File: src/rtl/coef_pkg.sv
`timescale 1ns/1ps
package coef_pkg;
  localparam int BLK_DIM = 8;
  localparam int NPOS    = BLK_DIM * BLK_DIM;
  localparam int POS_W   = $clog2(NPOS);

  // scan index k -> natural index, packed at [k*POS_W +: POS_W]
  function automatic logic [NPOS*POS_W-1:0] build_scan_map();
    logic [NPOS*POS_W-1:0] tab;
    int k;
    tab = '0;
    k   = 0;
    for (int s = 0; s < 2*BLK_DIM-1; s++) begin
      for (int t = 0; t < BLK_DIM; t++) begin
        int r;
        int c;
        if (s % 2 == 1) r = ((s > BLK_DIM-1) ? s-(BLK_DIM-1) : 0) + t;
        else            r = ((s < BLK_DIM-1) ? s : BLK_DIM-1) - t;
        c = s - r;
        if (r >= 0 && r < BLK_DIM && c >= 0 && c < BLK_DIM && k < NPOS) begin
          tab[k*POS_W +: POS_W] = POS_W'(r*BLK_DIM + c);
          k++;
        end
      end
    end
    return tab;
  endfunction

  localparam logic [NPOS*POS_W-1:0] SCAN_MAP = build_scan_map();
endpackage

File: src/rtl/coef_extend.sv
`timescale 1ns/1ps
module coef_extend #(
  parameter int AMP_W  = 11,
  parameter int COEF_W = 12
) (
  input  logic [AMP_W-1:0]  amp_i,
  input  logic [3:0]        size_i,
  output logic [COEF_W-1:0] coef_o
);
  logic [COEF_W-1:0] thr, mask, mag;

  always_comb begin
    thr  = COEF_W'(1) << (size_i - 4'd1);
    mask = (COEF_W'(1) << size_i) - COEF_W'(1);
    mag  = COEF_W'(amp_i) & mask;
    if (size_i == 4'd0)  coef_o = '0;
    else if (mag >= thr) coef_o = mag;
    else                 coef_o = mag - (thr << 1) + COEF_W'(1);
  end
endmodule

File: src/rtl/coef_dc_pred.sv
`timescale 1ns/1ps
module coef_dc_pred #(
  parameter int NCOMP  = 3,
  parameter int COEF_W = 12,
  localparam int CMP_W = (NCOMP > 1) ? $clog2(NCOMP) : 1,
  localparam int NSLOT = 1 << CMP_W
) (
  input  logic              clk_i,
  input  logic              rst_ni,
  input  logic              clr_i,
  input  logic              upd_i,
  input  logic [CMP_W-1:0]  comp_i,
  input  logic [COEF_W-1:0] diff_i,
  output logic [COEF_W-1:0] dc_o
);
  logic [COEF_W-1:0] pred_q [NSLOT];

  assign dc_o = (clr_i ? '0 : pred_q[comp_i]) + diff_i;

  always_ff @(posedge clk_i or negedge rst_ni) begin
    if (!rst_ni) begin
      for (int i = 0; i < NSLOT; i++) pred_q[i] <= '0;
    end else begin
      if (clr_i)
        for (int i = 0; i < NSLOT; i++) pred_q[i] <= '0;
      if (upd_i) pred_q[comp_i] <= dc_o;
    end
  end
endmodule

File: src/rtl/coef_scan_map.sv
`timescale 1ns/1ps
module coef_scan_map
  import coef_pkg::*;
(
  input  logic [POS_W-1:0] scan_i,
  output logic [POS_W-1:0] nat_o
);
  assign nat_o = SCAN_MAP[scan_i*POS_W +: POS_W];
endmodule

File: src/rtl/coef_unpacker.sv
`timescale 1ns/1ps
module coef_unpacker
  import coef_pkg::*;
#(
  parameter int AMP_W  = 11,
  parameter int COEF_W = 12,
  parameter int NCOMP  = 3,
  localparam int CMP_W = (NCOMP > 1) ? $clog2(NCOMP) : 1
) (
  input  logic                   clk_i,
  input  logic                   rst_ni,
  input  logic                   scan_start_i,
  input  logic                   sym_valid_i,
  input  logic                   sym_dc_i,
  input  logic [CMP_W-1:0]       sym_comp_i,
  input  logic [7:0]             sym_i,
  input  logic [AMP_W-1:0]       amp_i,
  output logic                   blk_valid_o,
  output logic                   blk_err_o,
  output logic [NPOS*COEF_W-1:0] blk_coef_o
);
  localparam int TGT_W = POS_W + 1;

  logic [COEF_W-1:0] coef_q [NPOS];
  logic [POS_W-1:0]  pos_q;
  logic              open_q, valid_q, err_q;

  logic [3:0]        run, size;
  logic [TGT_W-1:0]  tgt;
  logic [POS_W-1:0]  nat;
  logic [COEF_W-1:0] amp_val, dc_val;
  logic              dc_go, ac_go, eob, overrun;

  assign run     = sym_i[7:4];
  assign size    = sym_i[3:0];
  assign tgt     = TGT_W'(pos_q) + TGT_W'(run);
  assign dc_go   = sym_valid_i && sym_dc_i;
  assign ac_go   = sym_valid_i && !sym_dc_i && open_q;
  assign eob     = (sym_i == 8'h00);
  assign overrun = tgt > TGT_W'(NPOS-1);

  coef_extend #(.AMP_W(AMP_W), .COEF_W(COEF_W)) u_ext (
    .amp_i  (amp_i),
    .size_i (size),
    .coef_o (amp_val)
  );

  coef_dc_pred #(.NCOMP(NCOMP), .COEF_W(COEF_W)) u_pred (
    .clk_i  (clk_i),
    .rst_ni (rst_ni),
    .clr_i  (scan_start_i),
    .upd_i  (dc_go),
    .comp_i (sym_comp_i),
    .diff_i (amp_val),
    .dc_o   (dc_val)
  );

  coef_scan_map u_map (
    .scan_i (tgt[POS_W-1:0]),
    .nat_o  (nat)
  );

  always_ff @(posedge clk_i or negedge rst_ni) begin
    if (!rst_ni) begin
      for (int i = 0; i < NPOS; i++) coef_q[i] <= '0;
      pos_q   <= '0;
      open_q  <= 1'b0;
      valid_q <= 1'b0;
      err_q   <= 1'b0;
    end else begin
      valid_q <= 1'b0;
      if (dc_go) begin
        for (int i = 1; i < NPOS; i++) coef_q[i] <= '0;
        coef_q[0] <= dc_val;
        pos_q     <= POS_W'(1);
        open_q    <= 1'b1;
        err_q     <= 1'b0;
      end else if (ac_go) begin
        if (eob) begin
          open_q  <= 1'b0;
          valid_q <= 1'b1;
        end else if (overrun) begin
          open_q  <= 1'b0;
          valid_q <= 1'b1;
          err_q   <= 1'b1;
        end else begin
          coef_q[nat] <= amp_val;
          pos_q       <= tgt[POS_W-1:0] + POS_W'(1);
          if (tgt == TGT_W'(NPOS-1)) begin
            open_q  <= 1'b0;
            valid_q <= 1'b1;
          end
        end
      end
    end
  end

  for (genvar g = 0; g < NPOS; g++) begin : g_out
    assign blk_coef_o[g*COEF_W +: COEF_W] = coef_q[g];
  end

  assign blk_valid_o = valid_q;
  assign blk_err_o   = err_q;
endmodule


File: config.mk
export PLATFORM = sky130hd
export DESIGN_NAME = coef_unpacker
export DESIGN_NICKNAME = d
export VERILOG_FILES = /design/src/rtl/coef_pkg.sv /design/src/rtl/coef_extend.sv /design/src/rtl/coef_dc_pred.sv /design/src/rtl/coef_scan_map.sv /design/src/rtl/coef_unpacker.sv
export SDC_FILE = /design/constraint.sdc
export NUM_CORES = 1
export LEC_CHECK = 0
export ABC_AREA = 1
export BUFFER_PORTS_ARGS = -buffer_cell sky130_fd_sc_hd__buf_2
export CORE_AREA = 4 4 308 310
export DETAILED_ROUTE_END_ITERATION = 7
export DIE_AREA = 0 0 312 314
export PLACE_DENSITY_LB_ADDON = 0.2
export SLEW_MARGIN = 20
export SYNTH_ARGS = -nofsm -noshare
export SYNTH_HDL_FRONTEND = slang
export SYNTH_HIERARCHICAL = 1
export SYNTH_SLANG_ARGS = --single-unit
File: constraint.sdc
create_clock -name clk_i -period 6.2 [get_ports clk_i]
set_input_delay 1.24 -clock clk_i [delete_from_list [all_inputs] [get_ports clk_i]]
set_output_delay 1.24 -clock clk_i [all_outputs]
set_load 0.1 [all_outputs]
==> results.toml <==
[route]
vias_per_cell = 5.233
drt_iter0_drc = 3236
first_pass_iteration_count_of_the_detailed_router = 6
remaining_drc_errors = 0
drt_total_wl_um = 142400
drt-wirelength-per-cell_um = 22.03
antenna_violating_nets_post_route = 0
routed_via_count = 33820

[sta]
finalHoldViolCount = 0
max_slew_margin_pct = 22.78
tns_ps = 0
setup_viol_count_final = 0
timing.final.max_slew_violations = 0
max_clock_freq_mhz = 187.2
setup_repair_after_global_routing_missed_its_margin = "false"
finClkSkew_ps = 23.83
post_route_fraction_of_the_period_consumed_by_the_critical_path_pct = 86.14
worstMarginPinSlew_ps = 1158
fin_crit_ps = 5341
setup_ws_ps = 859.3

[setup_path]
cp_max_fo = 5
regToRegStartpoint = "pos_q[2]"
critPathKind = "input pin to flop"
regToRegSetupSlack_ps = 1610
crit_path_max_incr_delay_ps = 420
worst_ep_required_time_ps = 6750
critical_path.startpoint = "sym_i[0]"
cp-end-kind = "flop"
critical-path-slowest-cell = "sky130_fd_sc_hd__fa_1"
worst_setup_path_start_kind = "input pin"
cpMostUsedCell = "sky130_fd_sc_hd__nand2_1"
worst_ep_arrival_time_ps = 5890

[placed_design]
routabilityCongestion = 0.9033
placement.io_buffers = 795
dp_slack_ps = 269.4
placed_cells_incl_taps = 6293
dpl-instance-area_sq_mm = 0.04259
place.detailed.hpwl_um = 94870

[flow_run]
number_of_maximum_capacitance_violations = 0

[pwr]
switching_share_pct = 56.37
cellPowerDensity_mw_per_mm2 = 575.4
power.combinational.fraction_pct = 52.3
netSwitchingPower_w = 0.01479
leakagePower_nw = 27.52
power.ir.vdd_worst_uv = 438.2
cellInternalPower_w = 0.01145
p_clk_share_pct = 21.0
register_share_of_total_power_pct = 26.7

[finish]
num-nets-final = 5289
finish.cell_count_without_fillers = 6464
final_util_pct = 49.76
final_layout_size_suffix_gt1_share_pct = 22.35
fillCellCount = 8840
design_area_sq_mm = 0.04561
area_growth_pct = 19.09

[cts]
cts.path.max_buffers = 3
clkSinkCount = 825
clk_pin_slew_worst_paths_ps = 70
cts.root.buffer_cell = "sky130_fd_sc_hd__clkbuf_16"
tritoncts_clock_tree = "done"
postCtsHoldBufs = 0
numCtsBuffers = 92
clock_insertion_delay_worst_skew_ps = 670
htreeDepth = 3
cts_resized = 0
post_cts.repair.setup_buffers = 0

[logic_synthesis]
post_synth.cell_area_avg_sq_um = 8.389
synthCells = 4565
netlist_area_sq_mm = 0.03830
synth-seq-cells = 825
synth_common_cells = "sky130_fd_sc_hd__nand2_1 (1825), sky130_fd_sc_hd__nand3_1 (910), sky130_fd_sc_hd__dfrtp_1 (825), sky130_fd_sc_hd__inv_1 (152), sky130_fd_sc_hd__nor2_1 (143)"
count_of_synthesis_stage_warnings_from_yosys = 6
synth_seq_area_share_pct = 53.91
synthDominantCellAreaShare_pct = 53.91
dominantRegCellSynth = "sky130_fd_sc_hd__dfrtp_1"
synth_enable_flop_cells = 0
yosysUniqueCellTypes = 47
syn_nets = 4653
yosysMostFrequentCell = "sky130_fd_sc_hd__nand2_1"
yosysTopAreaCell = "sky130_fd_sc_hd__dfrtp_1"
ys_top_cells_by_area = "sky130_fd_sc_hd__dfrtp_1 (54%), sky130_fd_sc_hd__nand2_1 (18%), sky130_fd_sc_hd__nand3_1 (12%), sky130_fd_sc_hd__ha_1 (1.9%), sky130_fd_sc_hd__nand3_4 (1.9%)"
asyncSetResetFlopFracSynth_pct = 100.0

[global_routing]
global_route.overflow_total = 0
global_route.usage.total_pct = 28.25
grt_pass1_wl_um = 213100
vias_in_the_first_global_route = 32630
antenna_found_initial = 4
grt_start_max_net_pins = 210

[worst_hold_path]
hold_path_class = "flop to flop"
hold_path.startpoint = "open_q"

[floorplanning]
boundaryPins = 796
rows = 111
floorplan.initialDensity_pct = 41.78
core_region_area_sq_mm = 0.09166
die_outline_area_sq_mm = 0.09797
floorplan.die.width_um = 312
die-height_um = 314

[run_status]
outcome = "finished, final reports clean"
[final timing paths]
check                             endpoint  cells after the start
setup / recovery            blk_coef_o[10]                     31
hold / removal                      open_q                      2
setup reg to reg           blk_coef_o[444]                     20
hold reg to reg                     open_q                      2
max in group asynchronous  blk_coef_o[594]                      3
min in group asynchronous  blk_coef_o[382]                      1
[state kept, by name, indices dropped and copies added (netlist names)]
signal         count
blk_err_o          1
u_pred/pred_q     48
pos_q              6
blk_valid_o        1
blk_coef_o       768
open_q             1
[metrics by stage]
| stage | hold WS (ps) | power, W |
|---|---|---|
| after floorplan | 442.2 | 0.01744 |
| after CTS | 493.9 | 0.02638 |
| final | 487.3 | 0.02624 |
| after global placement | 468.8 | 0.02080 |
| after global routing | 512.1 | 0.02728 |
| after detailed placement | 477.0 | 0.02086 |
[worst max-delay path: cells and delay by family]
kind | cells | cell delay (ps)
compound gates | 3 | 500
fa+ha+maj | 5 | 1530
simple gates | 15 | 1870
buf+inv | 7 | 570
xor+xnor | 1 | 160
[power by group through the flow]
stage / Clock, W / Sequential (W) / Combinational, W
floorplan: 0 / 0.0142 / 0.00328
global placement: 0 / 0.00704 / 0.0138
detailed placement: 0 / 0.00707 / 0.0138
CTS: 0.00559 / 0.00699 / 0.0138
global route: 0.00582 / 0.00711 / 0.0143
finish: 0.00550 / 0.00700 / 0.0137
[cells by family (layout without fill, tap and decap cells)]
kind of cell / Yosys count / after routing / synth area share [%]
AND/OR/NAND/NOR: 3004 / 3004 / 34.56
flip-flops: 825 / 825 / 53.91
buffers and inverters: 546 / 1257 / 7.410
AO/OA/AOI/OAI: 116 / 116 / 1.751
adder cells (fa/ha/maj): 62 / 62 / 2.084
XOR/XNOR: 12 / 12 / 0.2941
other: 0 / 2 / 0
[placed cells by master (no fill, tap or decap), types with 3 or more instances in the layout]
master,n
sky130_fd_sc_hd__nand2_1,1824
sky130_fd_sc_hd__nand3_1,910
sky130_fd_sc_hd__dfrtp_1,825
sky130_fd_sc_hd__buf_2,794
sky130_fd_sc_hd__inv_1,152
sky130_fd_sc_hd__nor2_1,143
sky130_fd_sc_hd__clkbuf_16,92
sky130_fd_sc_hd__ha_1,59
sky130_fd_sc_hd__buf_4,58
sky130_fd_sc_hd__inv_2,52
sky130_fd_sc_hd__nand3_4,41
sky130_fd_sc_hd__o21ai_0,39
sky130_fd_sc_hd__clkinv_2,34
sky130_fd_sc_hd__nand2_2,26
sky130_fd_sc_hd__a21oi_1,22
sky130_fd_sc_hd__clkbuf_1,21
sky130_fd_sc_hd__clkbuf_8,21
sky130_fd_sc_hd__buf_12,18
sky130_fd_sc_hd__nor3_1,17
sky130_fd_sc_hd__o21ai_1,14
sky130_fd_sc_hd__nand4_1,11
sky130_fd_sc_hd__a22oi_1,11
sky130_fd_sc_hd__a31oi_1,11
sky130_fd_sc_hd__xor2_1,9
sky130_fd_sc_hd__nor2_2,7
sky130_fd_sc_hd__o211ai_1,6
sky130_fd_sc_hd__inv_6,5
sky130_fd_sc_hd__bufinv_16,5
sky130_fd_sc_hd__nor2_4,5
sky130_fd_sc_hd__nand3_2,4
sky130_fd_sc_hd__and2_1,4
sky130_fd_sc_hd__fa_1,3
sky130_fd_sc_hd__o21bai_1,3
sky130_fd_sc_hd__or2_2,3
sky130_fd_sc_hd__o21ai_2,3
[per-layer routing]
| metal | global-route usage, % | share of wire, % | vias to the layer above |
|---|---|---|---|
| li1 | - | - | 15830 |
| met1 | 36.24 | 41 | 16460 |
| met2 | 46.03 | 47 | 1254 |
| met3 | 6.010 | 6.9 | 281 |
| met4 | 13.17 | 5.0 | 0 |
| met5 | 0 | 0 | - |
[area by class of cell]
cell class                      count  area (sq um)  area share (%)
Clock buffer                      134          2670           5.854
Clock inverter                     35         349.1          0.7654
Multi-Input combinational cell   3194         14840           32.54
Timing Repair Buffer              871          4785           10.49
Sequential cell                   825         20640           45.26
Inverter                          217         829.5           1.819
Tap cell                         1186          1484           3.253
Antenna cell                        2         5.005         0.01097
(Power assumes the default switching activity.)
